==> config.mk <==
export PLATFORM = sky130hd
export DESIGN_NAME = phy_ctl_master
export DESIGN_NICKNAME = d
export VERILOG_FILES = /design/src/rtl/phy_ctl_pkg.sv /design/src/rtl/phy_ack_poller.sv /design/src/rtl/phy_seq.sv /design/src/rtl/phy_ctl_master.sv
export SDC_FILE = /design/constraint.sdc
export NUM_CORES = 1
export LEC_CHECK = 0
export ABC_AREA = 1
export BUFFER_PORTS_ARGS = -buffer_cell sky130_fd_sc_hd__buf_2
export CAP_MARGIN = 20
export CELL_PAD_IN_SITES_DETAIL_PLACEMENT = 1
export CELL_PAD_IN_SITES_GLOBAL_PLACEMENT = 1
export CORE_MARGIN = 1.5
export CORE_UTILIZATION = 37
export DETAILED_ROUTE_END_ITERATION = 12
export GPL_TIMING_DRIVEN = 0
export PLACE_DENSITY = 0.76
export RECOVER_POWER = 100
export SYNTH_ARGS = -nofsm -noshare
export SYNTH_HDL_FRONTEND = slang
export SYNTH_HIERARCHICAL = 1
export SYNTH_SLANG_ARGS = --single-unit
==> constraint.sdc <==
create_clock -name clk -period 1.8 [get_ports clk]
set_input_delay 0.18 -clock clk [delete_from_list [all_inputs] [get_ports clk]]
set_output_delay 0.18 -clock clk [all_outputs]
set_load 0.02 [all_outputs]
==> src/rtl/phy_ctl_pkg.sv <==
package phy_ctl_pkg;
  // Control word field positions
  localparam int unsigned FLD_W      = 16;
  localparam int unsigned BIT_CAP_A  = 16;
  localparam int unsigned BIT_CAP_D  = 17;
  localparam int unsigned BIT_WR     = 18;
  localparam int unsigned BIT_RD     = 19;
  // Status word field positions
  localparam int unsigned BIT_ACK    = 16;

  typedef enum logic [3:0] {
    ST_IDLE,
    ST_ADR_SET,
    ST_ADR_CAP,
    ST_ADR_REL,
    ST_RD_STB,
    ST_RD_CLR,
    ST_WD_SET,
    ST_WD_CAP,
    ST_WD_REL,
    ST_WR_STB,
    ST_WR_REL
  } step_t;
endpackage

==> src/rtl/phy_ack_poller.sv <==
module phy_ack_poller #(
  parameter int unsigned SAMPLE_DIV = 100,
  parameter int unsigned MAX_POLLS  = 10
) (
  input  logic clk,
  input  logic rst,
  input  logic start,
  input  logic expect_lvl,
  input  logic ack_in,
  output logic poll_ok,
  output logic poll_fail
);
  localparam int unsigned CW = $clog2(MAX_POLLS + 1);
  localparam int unsigned TW = $clog2(SAMPLE_DIV + 1);
  localparam logic [CW-1:0] LAST_POLL = CW'(MAX_POLLS - 1);
  localparam logic [TW-1:0] GAP       = TW'(SAMPLE_DIV - 1);

  logic          busy;
  logic          want;
  logic [CW-1:0] polls;
  logic [TW-1:0] gap_cnt;

  always_ff @(posedge clk) begin
    if (rst) begin
      busy      <= 1'b0;
      want      <= 1'b0;
      polls     <= '0;
      gap_cnt   <= '0;
      poll_ok   <= 1'b0;
      poll_fail <= 1'b0;
    end else begin
      poll_ok   <= 1'b0;
      poll_fail <= 1'b0;
      if (start) begin
        busy    <= 1'b1;
        want    <= expect_lvl;
        polls   <= '0;
        gap_cnt <= '0;
      end else if (busy) begin
        if (gap_cnt != '0) begin
          gap_cnt <= gap_cnt - 1'b1;
        end else if (ack_in == want) begin
          busy    <= 1'b0;
          poll_ok <= 1'b1;
        end else if (polls == LAST_POLL) begin
          busy      <= 1'b0;
          poll_fail <= 1'b1;
        end else begin
          polls   <= polls + 1'b1;
          gap_cnt <= GAP;
        end
      end
    end
  end

  // the poll counter never passes the sample budget
  p_poll_budget_r6: assert property (@(posedge clk) disable iff (rst)
    busy |-> (polls <= LAST_POLL));
  // a wait ends in exactly one way
  p_ok_fail_excl_r6: assert property (@(posedge clk) disable iff (rst)
    !(poll_ok && poll_fail));
  // the spacing counter stays inside one sample interval
  p_gap_bound_r6: assert property (@(posedge clk) disable iff (rst)
    gap_cnt <= GAP);
endmodule

==> src/rtl/phy_seq.sv <==
module phy_seq
  import phy_ctl_pkg::*;
#(
  parameter int unsigned CTRL_W = 32,
  parameter int unsigned DATA_W = 16
) (
  input  logic              clk,
  input  logic              rst,
  input  logic              cmd_valid,
  input  logic              cmd_write,
  input  logic [DATA_W-1:0] cmd_addr,
  input  logic [DATA_W-1:0] cmd_wdata,
  input  logic              ack_in,
  input  logic [DATA_W-1:0] stat_data,
  input  logic              poll_ok,
  input  logic              poll_fail,
  output logic              poll_start,
  output logic              poll_lvl,
  output logic              ready,
  output logic [DATA_W-1:0] rdata,
  output logic              done,
  output logic              timeout_err,
  output logic [CTRL_W-1:0] ctrl
);
  localparam logic [CTRL_W-1:0] M_CAP_A = CTRL_W'(1) << BIT_CAP_A;
  localparam logic [CTRL_W-1:0] M_CAP_D = CTRL_W'(1) << BIT_CAP_D;
  localparam logic [CTRL_W-1:0] M_WR    = CTRL_W'(1) << BIT_WR;
  localparam logic [CTRL_W-1:0] M_RD    = CTRL_W'(1) << BIT_RD;

  step_t             step;
  logic              is_wr;
  logic [DATA_W-1:0] adr_q;
  logic [DATA_W-1:0] dat_q;
  logic [CTRL_W-1:0] adr_w;
  logic [CTRL_W-1:0] dat_w;
  logic              waiting;

  assign adr_w = CTRL_W'(adr_q);
  assign dat_w = CTRL_W'(dat_q);

  always_comb begin
    case (step)
      ST_ADR_CAP, ST_ADR_REL, ST_RD_STB, ST_RD_CLR,
      ST_WD_CAP, ST_WD_REL, ST_WR_STB, ST_WR_REL: waiting = 1'b1;
      default:                                     waiting = 1'b0;
    endcase
  end

  always_ff @(posedge clk) begin
    if (rst) begin
      step        <= ST_IDLE;
      is_wr       <= 1'b0;
      adr_q       <= '0;
      dat_q       <= '0;
      ready       <= 1'b1;
      rdata       <= '0;
      done        <= 1'b0;
      timeout_err <= 1'b0;
      ctrl        <= '0;
      poll_start  <= 1'b0;
      poll_lvl    <= 1'b0;
    end else begin
      done        <= 1'b0;
      timeout_err <= 1'b0;
      poll_start  <= 1'b0;
      if (waiting && poll_fail) begin
        ctrl        <= '0;
        timeout_err <= 1'b1;
        ready       <= 1'b1;
        step        <= ST_IDLE;
      end else begin
        case (step)
          ST_IDLE: if (cmd_valid) begin
            is_wr <= cmd_write;
            adr_q <= cmd_addr;
            dat_q <= cmd_wdata;
            ctrl  <= CTRL_W'(cmd_addr);
            ready <= 1'b0;
            step  <= ST_ADR_SET;
          end
          ST_ADR_SET: begin
            ctrl       <= adr_w | M_CAP_A;
            poll_start <= 1'b1;
            poll_lvl   <= 1'b1;
            step       <= ST_ADR_CAP;
          end
          ST_ADR_CAP: if (poll_ok) begin
            ctrl       <= adr_w;
            poll_start <= 1'b1;
            poll_lvl   <= 1'b0;
            step       <= ST_ADR_REL;
          end
          ST_ADR_REL: if (poll_ok) begin
            if (is_wr) begin
              ctrl <= dat_w;
              step <= ST_WD_SET;
            end else begin
              ctrl       <= M_RD;
              poll_start <= 1'b1;
              poll_lvl   <= 1'b1;
              step       <= ST_RD_STB;
            end
          end
          ST_RD_STB: if (poll_ok) begin
            rdata      <= stat_data;
            ctrl       <= '0;
            poll_start <= 1'b1;
            poll_lvl   <= 1'b0;
            step       <= ST_RD_CLR;
          end
          ST_RD_CLR: if (poll_ok) begin
            done  <= 1'b1;
            ready <= 1'b1;
            step  <= ST_IDLE;
          end
          ST_WD_SET: begin
            ctrl       <= dat_w | M_CAP_D;
            poll_start <= 1'b1;
            poll_lvl   <= 1'b1;
            step       <= ST_WD_CAP;
          end
          ST_WD_CAP: if (poll_ok) begin
            ctrl       <= dat_w;
            poll_start <= 1'b1;
            poll_lvl   <= 1'b0;
            step       <= ST_WD_REL;
          end
          ST_WD_REL: if (poll_ok) begin
            ctrl       <= M_WR;
            poll_start <= 1'b1;
            poll_lvl   <= 1'b1;
            step       <= ST_WR_STB;
          end
          ST_WR_STB: if (poll_ok) begin
            ctrl       <= dat_w;
            poll_start <= 1'b1;
            poll_lvl   <= 1'b0;
            step       <= ST_WR_REL;
          end
          ST_WR_REL: if (poll_ok) begin
            ctrl  <= '0;
            done  <= 1'b1;
            ready <= 1'b1;
            step  <= ST_IDLE;
          end
          default: step <= ST_IDLE;
        endcase
      end
    end
  end

  // one request bit at most
  p_one_request_r9: assert property (@(posedge clk) disable iff (rst)
    $onehot0(ctrl[BIT_RD:BIT_CAP_A]));
  // idle leaves the control word cleared
  p_idle_clear_r9: assert property (@(posedge clk) disable iff (rst)
    ready |-> (ctrl == '0));
  // completion and error never coincide
  p_done_err_excl_r8: assert property (@(posedge clk) disable iff (rst)
    !(done && timeout_err));
  // pulses last one cycle
  p_done_pulse_r8: assert property (@(posedge clk) disable iff (rst)
    done |=> !done);
  p_err_pulse_r8: assert property (@(posedge clk) disable iff (rst)
    timeout_err |=> !timeout_err);
  // either ending returns the block to idle
  p_end_ready_r8: assert property (@(posedge clk) disable iff (rst)
    (done || timeout_err) |-> ready);
  // a busy block keeps its latched address
  p_busy_hold_r7: assert property (@(posedge clk) disable iff (rst)
    (!ready && !$past(ready)) |-> $stable(adr_q));
  // read data only moves at the read-strobe acknowledge
  p_rdata_move_r4: assert property (@(posedge clk) disable iff (rst)
    !$stable(rdata) |-> ($past(step) == ST_RD_STB));
  // the address phase only moves on after an acknowledge
  p_adr_wait_r3: assert property (@(posedge clk) disable iff (rst)
    (step == ST_ADR_CAP && !poll_ok && !poll_fail) |=> (step == ST_ADR_CAP));
  // the write strobe is only raised after the data release
  p_wr_order_r5: assert property (@(posedge clk) disable iff (rst)
    $rose(ctrl[BIT_WR]) |-> ($past(step) == ST_WD_REL));
endmodule

==> src/rtl/phy_ctl_master.sv <==
module phy_ctl_master #(
  parameter int unsigned SAMPLE_DIV = 100,
  parameter int unsigned MAX_POLLS  = 10,
  parameter int unsigned CTRL_W     = 32,
  parameter int unsigned DATA_W     = 16
) (
  input  logic              clk,
  input  logic              rst,
  input  logic              cmd_valid,
  input  logic              cmd_write,
  input  logic [DATA_W-1:0] cmd_addr,
  input  logic [DATA_W-1:0] cmd_wdata,
  output logic              ready,
  output logic [DATA_W-1:0] rdata,
  output logic              done,
  output logic              timeout_err,
  output logic [CTRL_W-1:0] phy_ctrl,
  input  logic [CTRL_W-1:0] phy_stat
);
  import phy_ctl_pkg::*;

  logic ack_bit;
  logic poll_start;
  logic poll_lvl;
  logic poll_ok;
  logic poll_fail;
  logic unused_stat_hi;

  assign ack_bit        = phy_stat[BIT_ACK];
  assign unused_stat_hi = ^phy_stat[CTRL_W-1:BIT_ACK+1];

  phy_seq #(
    .CTRL_W (CTRL_W),
    .DATA_W (DATA_W)
  ) u_seq (
    .clk         (clk),
    .rst         (rst),
    .cmd_valid   (cmd_valid),
    .cmd_write   (cmd_write),
    .cmd_addr    (cmd_addr),
    .cmd_wdata   (cmd_wdata),
    .ack_in      (ack_bit),
    .stat_data   (phy_stat[DATA_W-1:0]),
    .poll_ok     (poll_ok),
    .poll_fail   (poll_fail),
    .poll_start  (poll_start),
    .poll_lvl    (poll_lvl),
    .ready       (ready),
    .rdata       (rdata),
    .done        (done),
    .timeout_err (timeout_err),
    .ctrl        (phy_ctrl)
  );

  phy_ack_poller #(
    .SAMPLE_DIV (SAMPLE_DIV),
    .MAX_POLLS  (MAX_POLLS)
  ) u_poll (
    .clk        (clk),
    .rst        (rst),
    .start      (poll_start),
    .expect_lvl (poll_lvl),
    .ack_in     (ack_bit),
    .poll_ok    (poll_ok),
    .poll_fail  (poll_fail)
  );
endmodule

Yosys cells after proc, flatten, opt, wreduce, memory -nomap -nowiden
Memories as Yosys holds them, arrays and structs flattened. A register that Yosys moved wholly into a read port is not among the register bits.
Index checks and enable logic that the tools add are counted.
{"block": "classes", "add_sub_neg": 2, "multipliers": 0, "div": 0, "n_lt_le_gt_ge": 0, "eq_ne": 26, "n_shift": 0, "muxes": 42, "bitwise": 6, "n_reduce_logical": 25}
{"operator": "one-hot mux 32 bit (8 select lines)", "count": 1}
{"operator": "two-way mux 32 bit", "count": 6}
{"operator": "two-way mux 4 bit", "count": 10}
{"operator": "one-hot mux 4 bit (10 select lines)", "count": 1}
{"operator": "inequality test 2 x 1 -> 1 bit (second input constant)", "count": 12}
{"operator": "two-way mux 7 bit", "count": 3}
{"operator": "two-way mux 20 bit", "count": 1}
{"operator": "equality test 4 x 3 -> 1 bit (second input constant)", "count": 4}
{"operator": "equality test 4 bit (second input constant)", "count": 4}
{"operator": "two-way mux 1 bit", "count": 16}
{"operator": "AND reduction 3 bit", "count": 4}
{"operator": "OR reduction 2 bit", "count": 6}
{"operator": "OR reduction 5 bit", "count": 2}
{"operator": "equality test 4 x 2 -> 1 bit (second input constant)", "count": 2}
{"operator": "AND reduction 8 bit", "count": 1}
{"operator": "nonzero test 8 bit", "count": 1}
{"operator": "OR reduction 4 bit", "count": 2}
{"operator": "AND reduction 7 bit", "count": 1}
{"operator": "nonzero test 7 bit", "count": 1}
{"operator": "subtractor 7 x 1 -> 7 bit (second input constant)", "count": 1}
{"operator": "NOT 1 bit", "count": 6}
{"operator": "AND reduction 6 bit", "count": 1}
{"operator": "adder 4 x 1 -> 4 bit (second input constant)", "count": 1}
{"operator": "equality test 4 x 1 -> 1 bit (second input constant)", "count": 1}
{"operator": "other kinds (12)", "count": 13}
{"block": "totals", "register_bits": 105, "latch_bits": 0, "ramBits": 0, "romBits": 16, "in_bits": 68, "out_inout_bits": 51, "elab_cells": 119, "mem_count": 1}
{"memory": "(name not given)", "words": 16, "word_bits": 1, "rd": 1, "rd_ports_with_merged_regs": 1, "write_ports": 0, "line": "phy_seq.sv:42", "rtl": "case (step)"}

Longest topological paths before layout
{"block": "logic_depth", "depth_word": 6, "depth_mapped": 13}

Hierarchy
The synthesis kept the hierarchy.
{"module": "phy_seq", "instances": 1, "cells_per_inst": 472, "area_each_um2": 3569.7, "seq_area_each_um2": 1581.5}
{"module": "phy_ack_poller", "instances": 1, "cells_per_inst": 115, "area_each_um2": 824.5, "seq_area_each_um2": 300.3}

Worst setup path after synthesis
OpenSTA, ideal clock, no wires.
{"block": "synth_timing", "path_kind": "reg-to-reg", "start": "reg u_seq.step[2]", "end": "reg u_seq.ctrl[0]", "setup_time_ps": 116, "arrival_time_ps": 1442, "required_ps": 1684, "setup_slack_ps": 241, "path_stages_with_launch": 11, "path_buffers": 2, "path_cell_list": "dfxtp_1 -> buf_2 -> nor2_2 -> nand3_1 -> nand2_1 -> nor2_4 -> nand2_4 -> nor2_8 -> buf_2 -> o211ai_1 -> inv_1"}
{"block": "synth_via", "elab_chain_cells": 4}
{"element": "start, declared", "line": "phy_seq.sv:30", "rtl": "step_t step;"}
{"element": "start signal, assigned", "line": "phy_seq.sv:51", "rtl": "step <= ST_IDLE;"}
{"element": "start signal, assigned", "line": "phy_seq.sv:70", "rtl": "step <= ST_IDLE;"}
{"element": "start signal, assigned", "line": "phy_seq.sv:79", "rtl": "step <= ST_ADR_SET;"}
{"element": "equality test 4 x 3 -> 1 bit / equality test 4 bit (equally long branches)", "line": "phy_seq.sv:72", "rtl": "case (step)"}
{"element": "OR reduction 2 bit (no source line)"}
{"element": "nonzero test 8 bit (no source line) / inequality test 2 x 1 -> 1 bit (equally long branches)"}
{"element": "AND reduction 7 bit (no source line)"}
{"element": "end signal, assigned", "line": "phy_seq.sv:77", "rtl": "ctrl <= CTRL_W'(cmd_addr);"}
{"element": "end signal, assigned", "line": "phy_seq.sv:82", "rtl": "ctrl <= adr_w | M_CAP_A;"}
{"element": "end signal, assigned", "line": "phy_seq.sv:88", "rtl": "ctrl <= adr_w;"}
{"element": "end, declared", "line": "phy_seq.sv:23", "rtl": "output logic [CTRL_W-1:0] ctrl"}
Parallel ways exist; a longest one is shown, timed or not.
A chain may end at the register's enable or synchronous reset.

Final worst setup path
{"block": "layout_timing", "start": "reg u_seq.step[3]", "end": "reg u_seq.ctrl[12]"}
Same word-level chain as after synthesis.

==> results.yml <==
synthesis:
  ys_warn_count: 6
  synth_fa_ha_area_share_pct: 1.139
  synth_top_family_by_area: "simple AND/OR/NAND/NOR gates"
  yosysSeqAreaShare_pct: 42.82
  yosys_register_bits: 94
  synth_area_mm2: 0.004394
  synth_edf_count: 0
  synthFlopType: "dfxtp_1"
  synth.distinct_cells: 39
  yosys-mux-area-fraction_pct: 0.2278
  synth-simple-area-share_pct: 27.90
  async_reset_ff_share_pct: 0
  synth.avg_cell_area_um2: 7.486
  synth_compound_area_share_pct: 16.97
  synth_xor_area_share_pct: 0.9966
  synthCells: 587
critical_path:
  crit-reg2reg-launch: "u_seq/step[3]$_SDFFE_PP0N_"
  cp_slowest_cell: "dfxtp_1"
  cp.arrival_ns: 2.03
  crit_required_ns: 2.10
  cp-startpoint: "u_seq/step[3]$_SDFFE_PP0N_"
  critPathCaptureType: "register"
  worstPathMaxFanout: 7
  start_kind: "register"
  crit_type: "register to register"
  cp_cell_sequence: "buf_6 > inv_4 > nand2_4 > nor2_1 > nor2_4 > nand2_1 > nor2_4 > nand3_4 > o211ai_1 > nand2_1 > inv_1"
  slowest_delay_ns: 0.33
drt:
  vias_per_cell: 5.037
  wire_per_inst_um: 15.45
  wl_met2_mm: 6.656
  finalWirelength_mm: 13.27
  drcViolationCount: 4
  wl_met3_um: 417
  m1WireLength_mm: 5.924
  first_iter_violations: 281
  num_vias: 4327
  drtPass1Iterations: 8
  postRouteAntennaNets: 0
  top_layer_used: "met4"
clock_network:
  clk_pin_slew_ns: 0.06
  cts_tree: "yes"
  cts_made_buffers: 9
  clock_latency_ns: 0.35
  clock_sinks: 94
  clockBufferDepth: 2
  holdBufCountCts: 0
  h-tree-depth: 3
  cts_root_buf: "clkbuf_16"
floorplanning:
  row_count: 39
  die_w_um: 112.0
  core_mm2: 0.01152
  ios: 119
  die_y_um: 112.0
  initial_core_util_pct: 38.16
  floorplan.die_area_mm2: 0.01254
sta:
  maxSlewHeadroom_pct: 65.40
  layout_min_cycle_time_ns: 1.729
  setup_ws_ns: 0.07108
  worst_clock_skew_ns: 0.004381
  tightest_slew_ns: 0.5190
  slew_violations: 0
  hold_viol: 0
  fin_setup_tns_ns: 0
  setup_violations: 0
  rsz0062_at_grt: "true"
  finalCritPeriodShare_pct: 96.05
  fmax_mhz: 578.4
  hold_ws_ns: 0.04737
min_path:
  hold_class: "primary input to register"
  min_from: "phy_stat[9]"
power:
  ir_worst_vdd_mv: 0.5947
  p_leak_nw: 2.700
  powerDensity_mw_per_mm2: 1639
grt:
  grt_pass1_wl_mm: 21.75
  grt_max_degree: 15
  track_usage_pct: 21.80
  antenna_found_initial: 0
  grt_pass1_vias: 4387
  gr-total-overflow: 0
cells_and_area:
  drive_above_1_share_pct: 26.68
  final_common_cell: "nor2_1"
  nets: 784
  antenna_cells: 0
  final_cell_mix: "nor2_1 (114), dfxtp_1 (90), buf_2 (72), nand2_1 (61), o21ai_0 (56)"
  fin_util_pct: 49.64
  area_growth_pct: 30.10
outcome:
  status: "finished with violations"
  failed_checks: "design-rule violations"
job:
  maxCapViolations: 0
placement:
  io_buffers: 91
  dpl.hpwl_mm: 9.930
  place_ws_ns: -0.1287
  gp_congestion: 0.8819
critical path: cells and delay by family (launching register included):
family,cells,cell delay [ns]
AND/OR/NAND/NOR,7,0.80
flip-flops,1,0.33
buffers and inverters,3,0.26
AO/OA/AOI/OAI,1,0.29
worst paths after layout:
check,to,slack [ns],cells past startpoint
setup / recovery,u_seq/ctrl[12]$_SDFFE_PP0P_,0.07,11
hold / removal,u_seq/rdata[9]$_SDFFE_PP0P_,0.05,3
hold reg to reg,u_seq/ctrl[19]$_SDFFE_PP0P_,0.46,2
setup reg to reg,u_seq/ctrl[12]$_SDFFE_PP0P_,0.07,11
state kept, by name, indices dropped and copies added (netlist names):
register,count
u_seq/ctrl,20
u_poll/poll_ok,1
u_seq/timeout_err,1
u_poll/poll_fail,1
u_seq/is_wr,1
u_seq/ready,1
u_poll/polls,4
u_seq/rdata,16
u_seq/step,4
u_seq/done,1
u_seq/dat_q,16
u_poll/want,1
u_poll/gap_cnt,7
u_poll/busy,1
u_seq/adr_q,16
u_seq/waiting,1
u_seq/poll_lvl,1
u_seq/poll_start,1
metrics by stage:
stage | total power, mW | instances | area, um^2
floorplan | 5.564 | 598 | 4436
global placement | 6.500 | 832 | 5070
finish | 9.368 | 859 | 5717
detailed placement | 6.628 | 832 | 5070
global route | 10.05 | 859 | 5717
CTS | 8.650 | 850 | 5413
logic make-up after synthesis:
kind of cell	after synthesis
AND/OR/NAND/NOR	264
XOR/XNOR	5
other	1
buffers and inverters	93
flip-flops	94
AO/OA/AOI/OAI	125
adder cells (fa/ha/maj)	4
multiplexers	1
repair_timing:
action,4_1_cts,5_1_grt
pin swaps,3,8
buffers inserted,3,6
setup endpoints to repair,43,68
cloned,0,4
gates resized for setup,12,72
hold endpoints to repair,0,0
power breakdown:
group / internal, mW / switching [mW]
clock network: 1.11 / 0.792
registers: 2.58 / 0.343
logic: 1.83 / 2.72
total: 5.51 / 3.86
layer usage:
| layer | track usage (%) | up-vias |
|---|---|---|
| met1 | 27.58 | 2057 |
| met5 | 0 | - |
| li1 | - | 2172 |
| met2 | 37.12 | 81 |
| met3 | 3.375 | 17 |
| met4 | 9.198 | 0 |
area by class of cell:
cell class | count | area (um^2)
fillers | 1472 | 5799
multi-input cells | 411 | 2273
flip-flops and latches | 94 | 1894
repair buffers | 104 | 583.1
plain buffers | 36 | 275.3
clock buffers | 12 | 246.5
inverters | 56 | 220.2
well taps | 143 | 178.9
clock inverters | 3 | 45.04
cell usage after synthesis (all sizes together) (2+ instances only):
cell	instances	share of area (%)
nand3	39	5.1
xor2	2	0.40
buf	27	4.2
xnor2	3	0.60
dfxtp	94	43
a22oi	16	2.7
nor2	133	13
ha	4	1.1
nand4	14	2.0
nor3	3	0.85
inv	55	4.7
a21oi	23	2.7
o21a	8	1.4
clkbuf	10	0.85
o211ai	16	2.8
nand2	73	6.7
o21ai	60	7.0
(Power assumes the default switching activity.)
